--- src/rtl/dmac_pkg.sv ---
// Package: shared encodings for the DMA channel register block.
// Assumes: a single 32-bit register dword, little-endian lane numbering.
package dmac_pkg;

    typedef enum logic [1:0] {
        ACC_BYTE  = 2'd0,
        ACC_WORD  = 2'd1,
        ACC_DWORD = 2'd2,
        ACC_BAD   = 2'd3
    } acc_size_e;

    // Control byte fields
    localparam int CTL_RUN     = 0;
    localparam int CTL_RSTCMD  = 1;
    localparam int CTL_LVB_EN  = 2;
    localparam int CTL_FERR_EN = 3;
    localparam int CTL_DONE_EN = 4;

    // Status byte fields
    localparam int STS_LVB  = 2;
    localparam int STS_DONE = 3;
    localparam int STS_FERR = 4;
    localparam logic [7:0] STS_IMPL = 8'h1C;

    // Byte lanes inside the register dword
    localparam int LANE_STS = 0;
    localparam int LANE_IDX = 2;
    localparam int LANE_CTL = 3;

    // Number of bytes an access size covers; 0 marks an unsupported size
    function automatic logic [2:0] acc_bytes(input acc_size_e s);
        case (s)
            ACC_BYTE:  return 3'd1;
            ACC_WORD:  return 3'd2;
            ACC_DWORD: return 3'd4;
            default:   return 3'd0;
        endcase
    endfunction

endpackage

--- src/rtl/dmac_bus_dec.sv ---
// Module: access decoder. Turns size and address into byte lanes, aligns
// write data to its lanes and builds the read mask; flags accesses with an
// unsupported size or that run past the end of their dword.
// Assumes: a purely combinational path; the caller registers the results.
module dmac_bus_dec
    import dmac_pkg::*;
#(
    parameter int               ADDR_W   = 8,
    parameter logic [ADDR_W-1:0] REG_BASE = 8'h08
) (
    input  logic              req_valid,
    input  logic [1:0]        req_size,
    input  logic [ADDR_W-1:0] req_addr,
    input  logic [31:0]       req_wdata,
    output logic              hit,
    output logic              bad,
    output logic [3:0]        lanes,
    output logic [31:0]       wr_word,
    output logic [1:0]        lane_sel,
    output logic [31:0]       rd_mask
);

    localparam int DW_BITS = ADDR_W - 2;
    localparam logic [DW_BITS-1:0] BASE_DW = REG_BASE[ADDR_W-1:2];

    logic [2:0] nbytes;
    logic [2:0] last;
    logic [3:0] span;

    // Purpose: work out size, span and error of the request
    always_comb begin
        nbytes   = acc_bytes(acc_size_e'(req_size));
        lane_sel = req_addr[1:0];
        last     = {1'b0, lane_sel} + nbytes;
        bad      = req_valid && ((nbytes == 3'd0) || (last > 3'd4));
        hit      = req_valid && (req_addr[ADDR_W-1:2] == BASE_DW);
        case (nbytes)
            3'd1:    span = 4'b0001;
            3'd2:    span = 4'b0011;
            3'd4:    span = 4'b1111;
            default: span = 4'b0000;
        endcase
        lanes   = bad ? 4'b0000 : (span << lane_sel);
        wr_word = req_wdata << {lane_sel, 3'b000};
    end

    // Purpose: expand the right-justified span into a bit mask for reads
    always_comb begin
        for (int i = 0; i < 4; i++) begin
            rd_mask[8*i +: 8] = {8{span[i]}};
        end
    end

endmodule

--- src/rtl/dmac_ctl_reg.sv ---
// Module: control byte. Holds run and the three enables, and decodes the
// self-clearing reset command against the current run state.
// Assumes: wr_en is a qualified write to the control lane.
module dmac_ctl_reg
    import dmac_pkg::*;
(
    input  logic       clk,
    input  logic       rst_n,
    input  logic       wr_en,
    input  logic [7:0] wr_byte,
    output logic       run,
    output logic       en_done,
    output logic       en_ferr,
    output logic       en_lvb,
    output logic       soft_rst,
    output logic       proto_hit,
    output logic [7:0] ctl_byte
);

    logic cmd;

    // Purpose: decode the reset command against the run state before the write
    always_comb begin
        cmd       = wr_en && wr_byte[CTL_RSTCMD];
        soft_rst  = cmd && !run;
        proto_hit = cmd && run;
    end

    // Purpose: store enables and run; an accepted reset command forces run low
    always_ff @(posedge clk) begin
        if (!rst_n) begin
            run     <= 1'b0;
            en_done <= 1'b0;
            en_ferr <= 1'b0;
            en_lvb  <= 1'b0;
        end else if (wr_en) begin
            en_done <= wr_byte[CTL_DONE_EN];
            en_ferr <= wr_byte[CTL_FERR_EN];
            en_lvb  <= wr_byte[CTL_LVB_EN];
            run     <= soft_rst ? 1'b0 : wr_byte[CTL_RUN];
        end
    end

    // Purpose: readback image; the command bit and reserved bits read zero
    always_comb begin
        ctl_byte              = 8'h00;
        ctl_byte[CTL_RUN]     = run;
        ctl_byte[CTL_LVB_EN]  = en_lvb;
        ctl_byte[CTL_FERR_EN] = en_ferr;
        ctl_byte[CTL_DONE_EN] = en_done;
    end

endmodule

--- src/rtl/dmac_stat_reg.sv ---
// Module: sticky status flags and the completion counter. Events set flags,
// a write-1 mask clears them (set wins), the reset command clears everything.
// Assumes: IDX_W is at most 8 so the counter fits its byte lane.
module dmac_stat_reg
    import dmac_pkg::*;
#(
    parameter int IDX_W = 8
) (
    input  logic             clk,
    input  logic             rst_n,
    input  logic             soft_rst,
    input  logic [7:0]       clr_mask,
    input  logic             ev_buf_done,
    input  logic             ev_ioc,
    input  logic             ev_last_valid,
    input  logic             ev_fifo_err,
    output logic [7:0]       sts_byte,
    output logic [IDX_W-1:0] idx
);

    logic [7:0] set_vec;

    // Purpose: map engine events onto status bit positions
    always_comb begin
        set_vec           = 8'h00;
        set_vec[STS_LVB]  = ev_last_valid;
        set_vec[STS_DONE] = ev_buf_done && ev_ioc;
        set_vec[STS_FERR] = ev_fifo_err;
    end

    for (genvar i = 0; i < 8; i++) begin : g_flag
        if (STS_IMPL[i]) begin : g_impl
            // Purpose: one sticky flag with write-1-to-clear
            always_ff @(posedge clk) begin
                if (!rst_n || soft_rst) begin
                    sts_byte[i] <= 1'b0;
                end else if (set_vec[i]) begin
                    sts_byte[i] <= 1'b1;
                end else if (clr_mask[i]) begin
                    sts_byte[i] <= 1'b0;
                end
            end
        end else begin : g_rsvd
            assign sts_byte[i] = 1'b0;
        end
    end

    // Purpose: count finished buffers, wrapping at the counter width
    always_ff @(posedge clk) begin
        if (!rst_n || soft_rst) begin
            idx <= '0;
        end else if (ev_buf_done) begin
            idx <= idx + 1'b1;
        end
    end

endmodule

--- src/rtl/dmac_irq.sv ---
// Module: interrupt combiner. Registers the OR of each flag with its enable.
// Assumes: en_mask uses the same bit positions as the status byte.
module dmac_irq (
    input  logic       clk,
    input  logic       rst_n,
    input  logic [7:0] sts_byte,
    input  logic [7:0] en_mask,
    output logic       irq
);

    // Purpose: one-cycle registered interrupt level
    always_ff @(posedge clk) begin
        if (!rst_n) begin
            irq <= 1'b0;
        end else begin
            irq <= |(sts_byte & en_mask);
        end
    end

endmodule

--- src/rtl/dmac_chan.sv ---
// Module: top of one DMA channel's control/status register block. Decodes
// accesses, writes the control and status registers, returns registered
// read data and drives the interrupt and the engine's run/reset lines.
// Assumes: one access per cycle; reads and writes never share a cycle.
module dmac_chan
    import dmac_pkg::*;
#(
    parameter int               ADDR_W   = 8,
    parameter logic [ADDR_W-1:0] REG_BASE = 8'h08,
    parameter int               IDX_W    = 8
) (
    input  logic              clk,
    input  logic              rst_n,
    input  logic              req_valid,
    input  logic              req_write,
    input  logic [1:0]        req_size,
    input  logic [ADDR_W-1:0] req_addr,
    input  logic [31:0]       req_wdata,
    output logic              rd_valid,
    output logic [31:0]       rd_data,
    output logic              acc_err,
    output logic              proto_err,
    input  logic              ev_buf_done,
    input  logic              ev_ioc,
    input  logic              ev_last_valid,
    input  logic              ev_fifo_err,
    output logic              irq,
    output logic              dma_run,
    output logic              dma_rst
);

    logic             hit, bad;
    logic [3:0]       lanes;
    logic [31:0]      wr_word, rd_mask, reg_dw;
    logic [1:0]       lane_sel;
    logic             wr_ok, ctl_wr;
    logic [7:0]       clr_mask, ctl_byte, sts_byte, idx_byte, en_mask;
    logic             run, en_done, en_ferr, en_lvb, soft_rst, proto_hit;
    logic [IDX_W-1:0] idx;

    dmac_bus_dec #(.ADDR_W(ADDR_W), .REG_BASE(REG_BASE)) u_dec (
        .req_valid (req_valid),
        .req_size  (req_size),
        .req_addr  (req_addr),
        .req_wdata (req_wdata),
        .hit       (hit),
        .bad       (bad),
        .lanes     (lanes),
        .wr_word   (wr_word),
        .lane_sel  (lane_sel),
        .rd_mask   (rd_mask)
    );

    // Purpose: qualify writes and route lanes to the registers
    always_comb begin
        wr_ok    = req_valid && req_write && hit && !bad;
        ctl_wr   = wr_ok && lanes[LANE_CTL];
        clr_mask = (wr_ok && lanes[LANE_STS]) ? wr_word[8*LANE_STS +: 8] : 8'h00;
    end

    dmac_ctl_reg u_ctl (
        .clk       (clk),
        .rst_n     (rst_n),
        .wr_en     (ctl_wr),
        .wr_byte   (wr_word[8*LANE_CTL +: 8]),
        .run       (run),
        .en_done   (en_done),
        .en_ferr   (en_ferr),
        .en_lvb    (en_lvb),
        .soft_rst  (soft_rst),
        .proto_hit (proto_hit),
        .ctl_byte  (ctl_byte)
    );

    dmac_stat_reg #(.IDX_W(IDX_W)) u_sts (
        .clk           (clk),
        .rst_n         (rst_n),
        .soft_rst      (soft_rst),
        .clr_mask      (clr_mask),
        .ev_buf_done   (ev_buf_done),
        .ev_ioc        (ev_ioc),
        .ev_last_valid (ev_last_valid),
        .ev_fifo_err   (ev_fifo_err),
        .sts_byte      (sts_byte),
        .idx           (idx)
    );

    // Purpose: align the enables with their status bits and assemble the dword
    always_comb begin
        en_mask           = 8'h00;
        en_mask[STS_LVB]  = en_lvb;
        en_mask[STS_DONE] = en_done;
        en_mask[STS_FERR] = en_ferr;
        idx_byte          = 8'(idx);
        reg_dw            = 32'h0;
        reg_dw[8*LANE_STS +: 8] = sts_byte;
        reg_dw[8*LANE_IDX +: 8] = idx_byte;
        reg_dw[8*LANE_CTL +: 8] = ctl_byte;
    end

    dmac_irq u_irq (
        .clk      (clk),
        .rst_n    (rst_n),
        .sts_byte (sts_byte),
        .en_mask  (en_mask),
        .irq      (irq)
    );

    // Purpose: register the read response and the one-cycle error/reset strobes
    always_ff @(posedge clk) begin
        if (!rst_n) begin
            rd_valid  <= 1'b0;
            rd_data   <= 32'h0;
            acc_err   <= 1'b0;
            proto_err <= 1'b0;
            dma_rst   <= 1'b0;
        end else begin
            rd_valid  <= req_valid && !req_write;
            rd_data   <= (req_valid && !req_write && hit && !bad)
                         ? ((reg_dw >> {lane_sel, 3'b000}) & rd_mask) : 32'h0;
            acc_err   <= bad;
            proto_err <= proto_hit;
            dma_rst   <= soft_rst;
        end
    end

    assign dma_run = run;

endmodule

--- config.mk ---
export PLATFORM = sky130hd
export DESIGN_NAME = dmac_chan
export DESIGN_NICKNAME = d
export VERILOG_FILES = /design/src/rtl/dmac_pkg.sv /design/src/rtl/dmac_bus_dec.sv /design/src/rtl/dmac_ctl_reg.sv /design/src/rtl/dmac_stat_reg.sv /design/src/rtl/dmac_irq.sv /design/src/rtl/dmac_chan.sv
export SDC_FILE = /design/constraint.sdc
export NUM_CORES = 1
export LEC_CHECK = 0
export BUFFER_PORTS_ARGS = -buffer_cell sky130_fd_sc_hd__buf_2
export CAP_MARGIN = 20
export CORE_ASPECT_RATIO = 0.6
export CORE_MARGIN = 4
export CORE_UTILIZATION = 24
export CTS_CLUSTER_DIAMETER = 80
export DETAILED_ROUTE_END_ITERATION = 8
export PLACE_DENSITY_LB_ADDON = 0.15
export SLEW_MARGIN = 5
export SYNTH_ARGS = -nofsm -noshare
export SYNTH_HDL_FRONTEND = slang
export SYNTH_SLANG_ARGS = --single-unit
--- constraint.sdc ---
create_clock -name clk -period 4.75 [get_ports clk]
set_input_delay 0.475 -clock clk [delete_from_list [all_inputs] [get_ports clk]]
set_output_delay 0.475 -clock clk [all_outputs]
set_load 0.02 [all_outputs]
==> reports/qor.txt, run 1 <==
============================================================================================
Number of H-tree levels .......................................................            2
Most frequent standard cell in the layout excluding fill and tap cells ........ sky130_fd_sc_hd__buf_2
Detail Route Antenna Nets .....................................................            0
Tot GR Track Use ..............................................................        11.0%
Total congestion overflow .....................................................            0
Tcrit/Tclk final ..............................................................        65.8%
Critical path data arrival time ...............................................      3.25 ns
Vias in the first global route ................................................        1,563
End of the worst register-to-register path .................................... u_sts.idx[6]
Power per Cell Area ...........................................................  313 nW/um^2
Peak supply drop ..............................................................   0.000126 V
Element type at the critical path end .........................................    flip-flop
Cell depth of the worst flop-to-flop path .....................................            2
Gates resized, CTS repair .....................................................            0
First-pass GRT wire length ....................................................      8600 um
Clock edge transition at the registers on the reported setup and hold paths ...      0.06 ns
Initial antenna violation count ...............................................            0
Count of unique library cells instantiated by Yosys ...........................           39
Clock group share of total power ..............................................        40.9%
Routed vias ...................................................................        1,616
Core ar. ......................................................................    8070 um^2
Latest clock arrival within the worst-skew pair ...............................      0.28 ns
Routed len/inst ...............................................................      14.0 um
Met2 capacity usage during global routing .....................................        14.3%
Number of max-cap violations ..................................................            0
Site Rows .....................................................................           25
Floorplan die width ...........................................................       127 um
Unrepaired setup endpoints after global routing ...............................        false
Switching power as a share of total power .....................................        23.1%
P_leak ........................................................................      1.18 nW
Highest achievable clock rate .................................................      320 MHz
Chip height ...................................................................      79.4 um
End point of the worst hold path .............................................. u_sts.sts_byte[3]
Share of post-route cells with drive strength above 1 .........................        36.5%
Most frequent cells in the layout ............................................. 71 x sky130_fd_sc_hd__buf_2, 48 x sky130_fd_sc_hd__dfxtp_1, 26 x sky130_fd_sc_hd__nor2_1
Pin count of the biggest net entering global routing ..........................           24
Dominant combinational cell family by area after synthesis .................... simple AND/OR/NAND/NOR gates
Startpoint types .............................................................. primary input
Result of the run ............................................................. complete, no violations
Post-route setup TNS ..........................................................         0 ns
DRC errors left ...............................................................            0
Post-CTS Repair Setup Buffers .................................................            0
Worst min-delay path class .................................................... primary input to flip-flop
XOR/XNOR share of the synthesized area ........................................        3.44%
Sequential share of power .....................................................        50.3%
Final WL ......................................................................      5310 um
Number of violations reported at the end of detailed-routing iteration 0 ......           76
Global Route met1 Usage .......................................................        17.0%
Number of hold buffers added after cts ........................................            0
Power share of the combinational group ........................................         8.8%
Slew headroom .................................................................        42.3%
Count of clock tree sinks .....................................................           48
Via-to-Cell Ratio .............................................................         4.26
Adder-cell share of the synthesized area ......................................        5.89%
Antenna diodes ................................................................            0
I/O pin cnt ...................................................................           88
Worst-path fanout max .........................................................           23
Area added between synthesis and finish .......................................        28.5%
Clock tree from TritonCTS .....................................................        built
Average cell area after synthesis .............................................    10.2 um^2
Final Slew Violations .........................................................            0
Transition at the pin with the smallest max-transition slack ..................     0.861 ns
Most heavily used metal layer in global routing ...............................         met1
Met3 capacity usage during global routing .....................................        3.88%
Number of CTS-inserted buffers ................................................            5
Mux cell area share after synthesis ...........................................        9.45%
Basic-gate share of the synthesized area counting and, or, nand and nor cells .        22.5%
Layout fillers ................................................................          864
Count of state elements after synthesis .......................................           48
Power spent charging and discharging nets .....................................   0.000190 W
Clock skew ....................................................................   0.00398 ns
Number of iterations in the first detailed-routing pass .......................            4
Detailed placer's ending HPWL .................................................      4280 um
Post-Synthesis Cell Area ......................................................    2040 um^2
WHS Path Cells ................................................................            2
Clk buf depth .................................................................            2
Internal Power ................................................................   0.000631 W
Starting Density ..............................................................        25.3%
Setup violation total in the final timing report ..............................            0
CP Data Required Time .........................................................      4.88 ns
Worst Hold Launch ............................................................. req_wdata[3]
Final Hold Vio Count ..........................................................            0
Worst reg2reg setup slack .....................................................      3.29 ns
Synthesis Warnings ............................................................            0
Time the final worst path needs with I/O delays and setup .....................      3.12 ns
Share of the synthesized area in compound gates (AO/OA/AOI/OAI) ...............        7.00%
Setup Crit Path Kind .......................................................... primary input to flip-flop
Overall power of the completed layout .........................................   0.000820 W
PortBufs ......................................................................           71
Global placement routability congestion .......................................        0.775
Cell Count Post-Placement .....................................................          372
Post-synthesis sequential area ratio ..........................................        47.1%
Clock root buffer ............................................................. sky130_fd_sc_hd__clkbuf_16
Number of standard cells in the layout, taps in and fillers out ...............          379
Nets ..........................................................................          330
Cells after synthesis .........................................................          200
Floorplan die area ............................................................  10,100 um^2
Reg2reg start .................................................................    u_ctl.run
============================================================================================
-- worst max-delay path: stages --
cell                       delay [ns]
sky130_fd_sc_hd__buf_2           0.44
sky130_fd_sc_hd__ha_1            0.24
sky130_fd_sc_hd__inv_1           0.05
sky130_fd_sc_hd__fa_1            0.49
sky130_fd_sc_hd__nand2b_1        0.06
sky130_fd_sc_hd__a21oi_1         0.45
sky130_fd_sc_hd__nand3_1         0.16
sky130_fd_sc_hd__o31ai_2         0.76
sky130_fd_sc_hd__nor2_1          0.13
-- state kept, by name, summed over array words and instances, names as in the netlist --
signal / count
u_ctl.en_done: 1
proto_err: 1
rd_valid: 1
dma_rst: 1
u_sts.idx: 8
u_sts.sts_byte: 3
u_ctl.en_ferr: 1
acc_err: 1
u_ctl.en_lvb: 1
rd_data: 28
u_ctl.run: 1
u_irq.irq: 1
-- logic make-up after synthesis --
| kind of cell | Yosys count |
|---|---|
| AND/OR/NAND/NOR | 84 |
| AO/OA/AOI/OAI | 19 |
| buffers and inverters | 18 |
| multiplexers | 13 |
| flip-flops | 48 |
| XOR/XNOR | 8 |
| other | 1 |
| adder cells (fa/ha/maj) | 9 |
-- stage by stage --
stage / instance area (um^2) / hold WS (ns) / worst slack, ns / util, %
after floorplan: 2050 / 0.479 / 2.31 / -
after global placement: 2480 / 0.525 / 1.34 / 30.7
after detailed placement: 2480 / 0.520 / 1.26 / 30.7
after CTS: 2620 / 0.397 / 1.55 / 32.4
after global routing: 2620 / 0.399 / 1.29 / 32.4
final: 2620 / 0.402 / 1.63 / 32.4
-- routing by layer --
metal / vias to the layer above / routed length, um
met2: 60 / 1930
li1: 836 / -
met4: 0 / 26
met3: 5 / 468
met5: - / 0
met1: 715 / 2890
-- Yosys cell counts --
| cell type | n | area (um^2) |
|---|---|---|
| sky130_fd_sc_hd__nand2_1 | 10 | 37.5 |
| sky130_fd_sc_hd__nor4b_1 | 1 | 8.76 |
| sky130_fd_sc_hd__a31o_2 | 1 | 8.76 |
| sky130_fd_sc_hd__dfxtp_1 | 48 | 961 |
| sky130_fd_sc_hd__mux4_2 | 5 | 113 |
| sky130_fd_sc_hd__mux2i_1 | 8 | 80.1 |
| sky130_fd_sc_hd__o31ai_2 | 1 | 12.5 |
| sky130_fd_sc_hd__and4_1 | 1 | 8.76 |
| sky130_fd_sc_hd__a31oi_1 | 3 | 18.8 |
| sky130_fd_sc_hd__nor2_2 | 1 | 6.26 |
| sky130_fd_sc_hd__a311oi_1 | 3 | 26.3 |
| sky130_fd_sc_hd__xnor2_1 | 3 | 26.3 |
| sky130_fd_sc_hd__o221a_2 | 1 | 11.3 |
| sky130_fd_sc_hd__nor3_4 | 1 | 16.3 |
| sky130_fd_sc_hd__a22oi_1 | 4 | 30.0 |
| sky130_fd_sc_hd__fa_1 | 1 | 20.0 |
| sky130_fd_sc_hd__or2_2 | 1 | 6.26 |
| sky130_fd_sc_hd__nor3_1 | 6 | 30.0 |
| sky130_fd_sc_hd__and3_1 | 5 | 31.3 |
| sky130_fd_sc_hd__clkbuf_1 | 3 | 11.3 |
| sky130_fd_sc_hd__and2_1 | 5 | 31.3 |
| sky130_fd_sc_hd__and4_2 | 2 | 20.0 |
| sky130_fd_sc_hd__nand4_1 | 5 | 31.3 |
| sky130_fd_sc_hd__nor2_1 | 26 | 97.6 |
| sky130_fd_sc_hd__or4b_4 | 1 | 13.8 |
| sky130_fd_sc_hd__nor2b_1 | 4 | 25.0 |
| sky130_fd_sc_hd__xor2_1 | 5 | 43.8 |
| sky130_fd_sc_hd__inv_1 | 8 | 30.0 |
| sky130_fd_sc_hd__conb_1 | 1 | 3.75 |
| sky130_fd_sc_hd__a21oi_1 | 2 | 10.0 |
| sky130_fd_sc_hd__a222oi_1 | 1 | 10.0 |
| sky130_fd_sc_hd__ha_1 | 8 | 100 |
| sky130_fd_sc_hd__o21ai_0 | 3 | 15.0 |
| sky130_fd_sc_hd__nand2b_1 | 1 | 6.26 |
| sky130_fd_sc_hd__buf_2 | 2 | 10.0 |
| sky130_fd_sc_hd__and2_2 | 7 | 52.6 |
| sky130_fd_sc_hd__nand3_1 | 6 | 30.0 |
| sky130_fd_sc_hd__buf_4 | 5 | 37.5 |
| sky130_fd_sc_hd__nor4_1 | 1 | 6.26 |
-- worst max path at each step --
stage	from	endpoint	slack, ns	depth (start not counted)
2_1_floorplan	req_size[0]	u_sts.sts_byte[2]	2.31	11
3_3_place_gp	req_addr[0]	u_sts.idx[5]	1.34	9
3_5_place_dp	req_addr[0]	u_sts.idx[6]	1.26	9
4_1_cts	req_addr[0]	u_sts.idx[6]	1.55	9
5_1_grt	req_addr[0]	u_sts.idx[4]	1.29	9
6_report	req_addr[0]	u_sts.idx[6]	1.63	9
-- power by group through the flow --
stage / Sequential, W / Clock, W / Combinational (W)
after floorplan: 0.000420 / 0 / 0.0000464
after global placement: 0.000422 / 0 / 0.0000710
after detailed placement: 0.000422 / 0 / 0.0000730
after CTS: 0.000413 / 0.000346 / 0.0000733
after global routing: 0.000413 / 0.000365 / 0.0000815
final: 0.000413 / 0.000335 / 0.0000722
-- cell type report --
| class | count | area (um^2) | share of cell area, % |
|---|---|---|---|
| well taps | 108 | 135 | 5.16 |
| multi-input cells | 137 | 1000 | 38.2 |
| inverters | 8 | 30.0 | 1.15 |
| clock buffers | 5 | 125 | 4.78 |
| flip-flops and latches | 48 | 961 | 36.7 |
| clock inverters | 2 | 12.5 | 0.478 |
| repair buffers | 71 | 355 | 13.6 |
No activity file was read; power rests on OpenSTA's default activity.
==> run 2, diff against run 1 <==
Clock period 4.75 ns to 2.6 ns, I/O delays scaled along.
==> run 2 against run 1 <==
  * Design area grew 2.0%
  * Total power grew 84%
  * Sequential share of layout area shrank 0.72 points
  * Final cell count grew 1.8%
  * Clock power grew 84%
  * Worst hold slack lost 0.22 ns
  * Wire length grew 0.96%
  * Flip-flop and latch count is the same
  * Sequential power grew 83%
  * Register-to-register slack lost 2.0 ns
  * Largest power group unchanged
==> reports/qor.txt, run 2 (same netlist as run 1, synthesis figures left out) <==
==========================================================================================
Clock tree from TritonCTS ...................................................        built
Vias in the first global route ..............................................        1,604   +2.6%
Transition at the pin with the smallest max-transition slack ................     0.496 ns   -0.365 ns
Final WL ....................................................................      5360 um   +0.96%
Tcrit/Tclk final ............................................................        81.4%
Latest clock arrival within the worst-skew pair .............................      0.29 ns   about the same
Total congestion overflow ...................................................            0   unchanged
Max FFs per register ........................................................           28   unchanged
Initial antenna violation count .............................................            0   unchanged
Via-to-Cell Ratio ...........................................................         4.26   -0.17%
Count of clock tree sinks ...................................................           48   unchanged
Most frequent cells in the layout ........................................... 71 x sky130_fd_sc_hd__buf_2, 48 x sky130_fd_sc_hd__dfxtp_1, 26 x sky130_fd_sc_hd__nor2_1
Number of max-cap violations ................................................            0   unchanged
Switching power as a share of total power ...................................        23.3%   +0.18 points
Detail Route Antenna Nets ...................................................            0   unchanged
Gates resized, CTS repair ...................................................            0   unchanged
Clock group share of total power ............................................        40.8%   about the same
Number of CTS-inserted buffers ..............................................            5   unchanged
Most heavily used metal layer in global routing .............................         met1
Slew headroom ...............................................................        66.8%   +25 points
P_leak ......................................................................      1.21 nW   +2.7%
Register bank with the most flops ...........................................      rd_data
Met2 capacity usage during global routing ...................................        14.2%   -0.11 points
Number of H-tree levels .....................................................            2   unchanged
Most frequent standard cell in the layout excluding fill and tap cells ...... sky130_fd_sc_hd__buf_2
CP Data Required Time .......................................................      2.82 ns   -2.06 ns
Clk buf depth ...............................................................            2   unchanged
Power per Cell Area .........................................................  565 nW/um^2   +80%
Result of the run ........................................................... complete, no violations
Highest achievable clock rate ...............................................      473 MHz
Peak supply drop ............................................................   0.000238 V   +89%
Number of hold buffers added after cts ......................................            0   unchanged
Cell depth of the worst flop-to-flop path ...................................            5   +3
Starting Density ............................................................        25.3%   unchanged
Element type at the critical path end .......................................    flip-flop
Nets ........................................................................          337   +2.1%
Time the final worst path needs with I/O delays and setup ...................      2.12 ns
WHS Path Cells ..............................................................            2   unchanged
Reg2reg start ............................................................... u_sts.idx[2]
End point of the worst hold path ............................................ u_sts.sts_byte[3]
Critical path data arrival time .............................................      2.34 ns   -0.91 ns
Core ar. ....................................................................    8070 um^2   unchanged
Global Route met1 Usage .....................................................        16.6%   -0.48 points
Reg area ....................................................................     961 um^2   unchanged
Layout fillers ..............................................................          845   -2.2%
Met3 capacity usage during global routing ...................................        4.41%   +0.53 points
Share of post-route cells with drive strength above 1 .......................        38.1%   +1.6 points
Top flop regs ............................................................... rd_data: 28 flops, u_sts.idx: 8 flops, u_sts.sts_byte: 3 flops
Clock skew ..................................................................   0.00620 ns   +0.00222 ns
First-pass GRT wire length ..................................................      8580 um   -0.16%
Tot GR Track Use ............................................................        11.0%   -0.040 points
Number of iterations in the first detailed-routing pass .....................            4   unchanged
Clock edge transition at the registers on the reported setup and hold paths .      0.07 ns   about the same
Routed vias .................................................................        1,643   +1.7%
Startpoint types ............................................................ primary input
Antenna diodes ..............................................................            0   unchanged
DRC errors left .............................................................            0   unchanged
Final Slew Violations .......................................................            0   unchanged
Post-layout worst setup margin ..............................................     0.484 ns   -1.14 ns
I/O pin cnt .................................................................           88   unchanged
Multi-input gate area .......................................................    1000 um^2   unchanged
Global placement routability congestion .....................................        0.732   -5.5%
Floorplan die area ..........................................................  10,100 um^2   unchanged
Setup Crit Path Kind ........................................................ primary input to flip-flop
Post-route setup TNS ........................................................         0 ns   unchanged
Number of violations reported at the end of detailed-routing iteration 0 ....          110   +45%
Hold_ws .....................................................................     0.183 ns   -0.219 ns
PortBufs ....................................................................           71   unchanged
Clock root buffer ........................................................... sky130_fd_sc_hd__clkbuf_16
Worst-path fanout max .......................................................            7   -70%
Internal Power ..............................................................    0.00116 W   +84%
Sequential share of power ...................................................        50.0%   -0.3 points
Setup violation total in the final timing report ............................            0   unchanged
End of the worst register-to-register path .................................. u_sts.idx[7]
Pin count of the biggest net entering global routing ........................           23   -4.2%
Worst min-delay path class .................................................. primary input to flip-flop
Setup WS pre-CTS ............................................................     0.200 ns   -1.06 ns
Detailed placer's ending HPWL ...............................................      4310 um   +0.78%
Worst reg2reg setup slack ...................................................      1.26 ns   -2.03 ns
Floorplan die width .........................................................       127 um   unchanged
Post-CTS Repair Setup Buffers ...............................................            0   unchanged
Power spent charging and discharging nets ...................................   0.000351 W   +85%
Area added between synthesis and finish .....................................        31.1%
Unrepaired setup endpoints after global routing .............................        false
Power share of the combinational group ......................................         9.2%   +0.4 points
Routed len/inst .............................................................      13.9 um   -0.87%
Worst Hold Launch ........................................................... req_wdata[3]
Chip height .................................................................      79.4 um   unchanged
Site Rows ...................................................................           25   unchanged
Final Hold Vio Count ........................................................            0   unchanged
==========================================================================================
[run 2: power by group through the flow]
| stage | clock, W | sequential (W) | combinational (W) |
|---|---|---|---|
| after detailed placement | 0 | 0.000770 | 0.000139 |
| after floorplan | 0 | 0.000768 | 0.0000848 |
| after global routing | 0.000658 | 0.000755 | 0.000154 |
| final | 0.000616 | 0.000754 | 0.000139 |
| after global placement | 0 | 0.000770 | 0.000137 |
| after CTS | 0.000630 | 0.000754 | 0.000139 |
[run 2: worst max path at each step]
stage	slack, ns	to	startpoint	depth (start not counted)
floorplan	0.37	u_sts.sts_byte[2]	req_size[0]	11
global placement	0.22	rd_data[15]	req_size[0]	12
detailed placement	0.20	rd_data[26]	req_size[0]	12
CTS	0.49	rd_data[9]	req_size[0]	12
global route	0.30	rd_data[15]	req_size[0]	12
finish	0.48	rd_data[1]	req_size[0]	12
[run 2: per-stage QoR]
stage	util (%)	instances	instance area, um^2	power [W]
finish	33.1	386	2670	0.00151
detailed placement	31.4	379	2530	0.000909
CTS	33.1	386	2670	0.00152
global placement	31.4	379	2530	0.000907
floorplan	-	203	2050	0.000853
global route	33.1	386	2670	0.00157
[run 2: layout make-up]
cell class / instances / area share, %
inverters: 8 / 1.12
multi-input cells: 137 / 37.4
clock buffers: 5 / 4.68
clock inverters: 2 / 0.468
repair buffers: 78 / 15.3
well taps: 108 / 5.06
flip-flops and latches: 48 / 36.0
[run 2: worst max-delay path, stage by stage]
cell and delay, ns:
sky130_fd_sc_hd__buf_2 0.13, sky130_fd_sc_hd__inv_1 0.10, sky130_fd_sc_hd__ha_1 0.17, sky130_fd_sc_hd__ha_1 0.13
sky130_fd_sc_hd__inv_1 0.04, sky130_fd_sc_hd__fa_1 0.48, sky130_fd_sc_hd__nand2b_1 0.06, sky130_fd_sc_hd__a21oi_1 0.16
sky130_fd_sc_hd__buf_4 0.18, sky130_fd_sc_hd__nand3_1 0.13, sky130_fd_sc_hd__nor2_1 0.29, sky130_fd_sc_hd__and3_1 0.21
[run 2: routing by layer]
layer | share of wire [%] | wire length [um]
met1 | 54 | 2910
met2 | 37 | 1960
met3 | 8.2 | 439
met4 | 0.93 | 50
met5 | 0 | 0
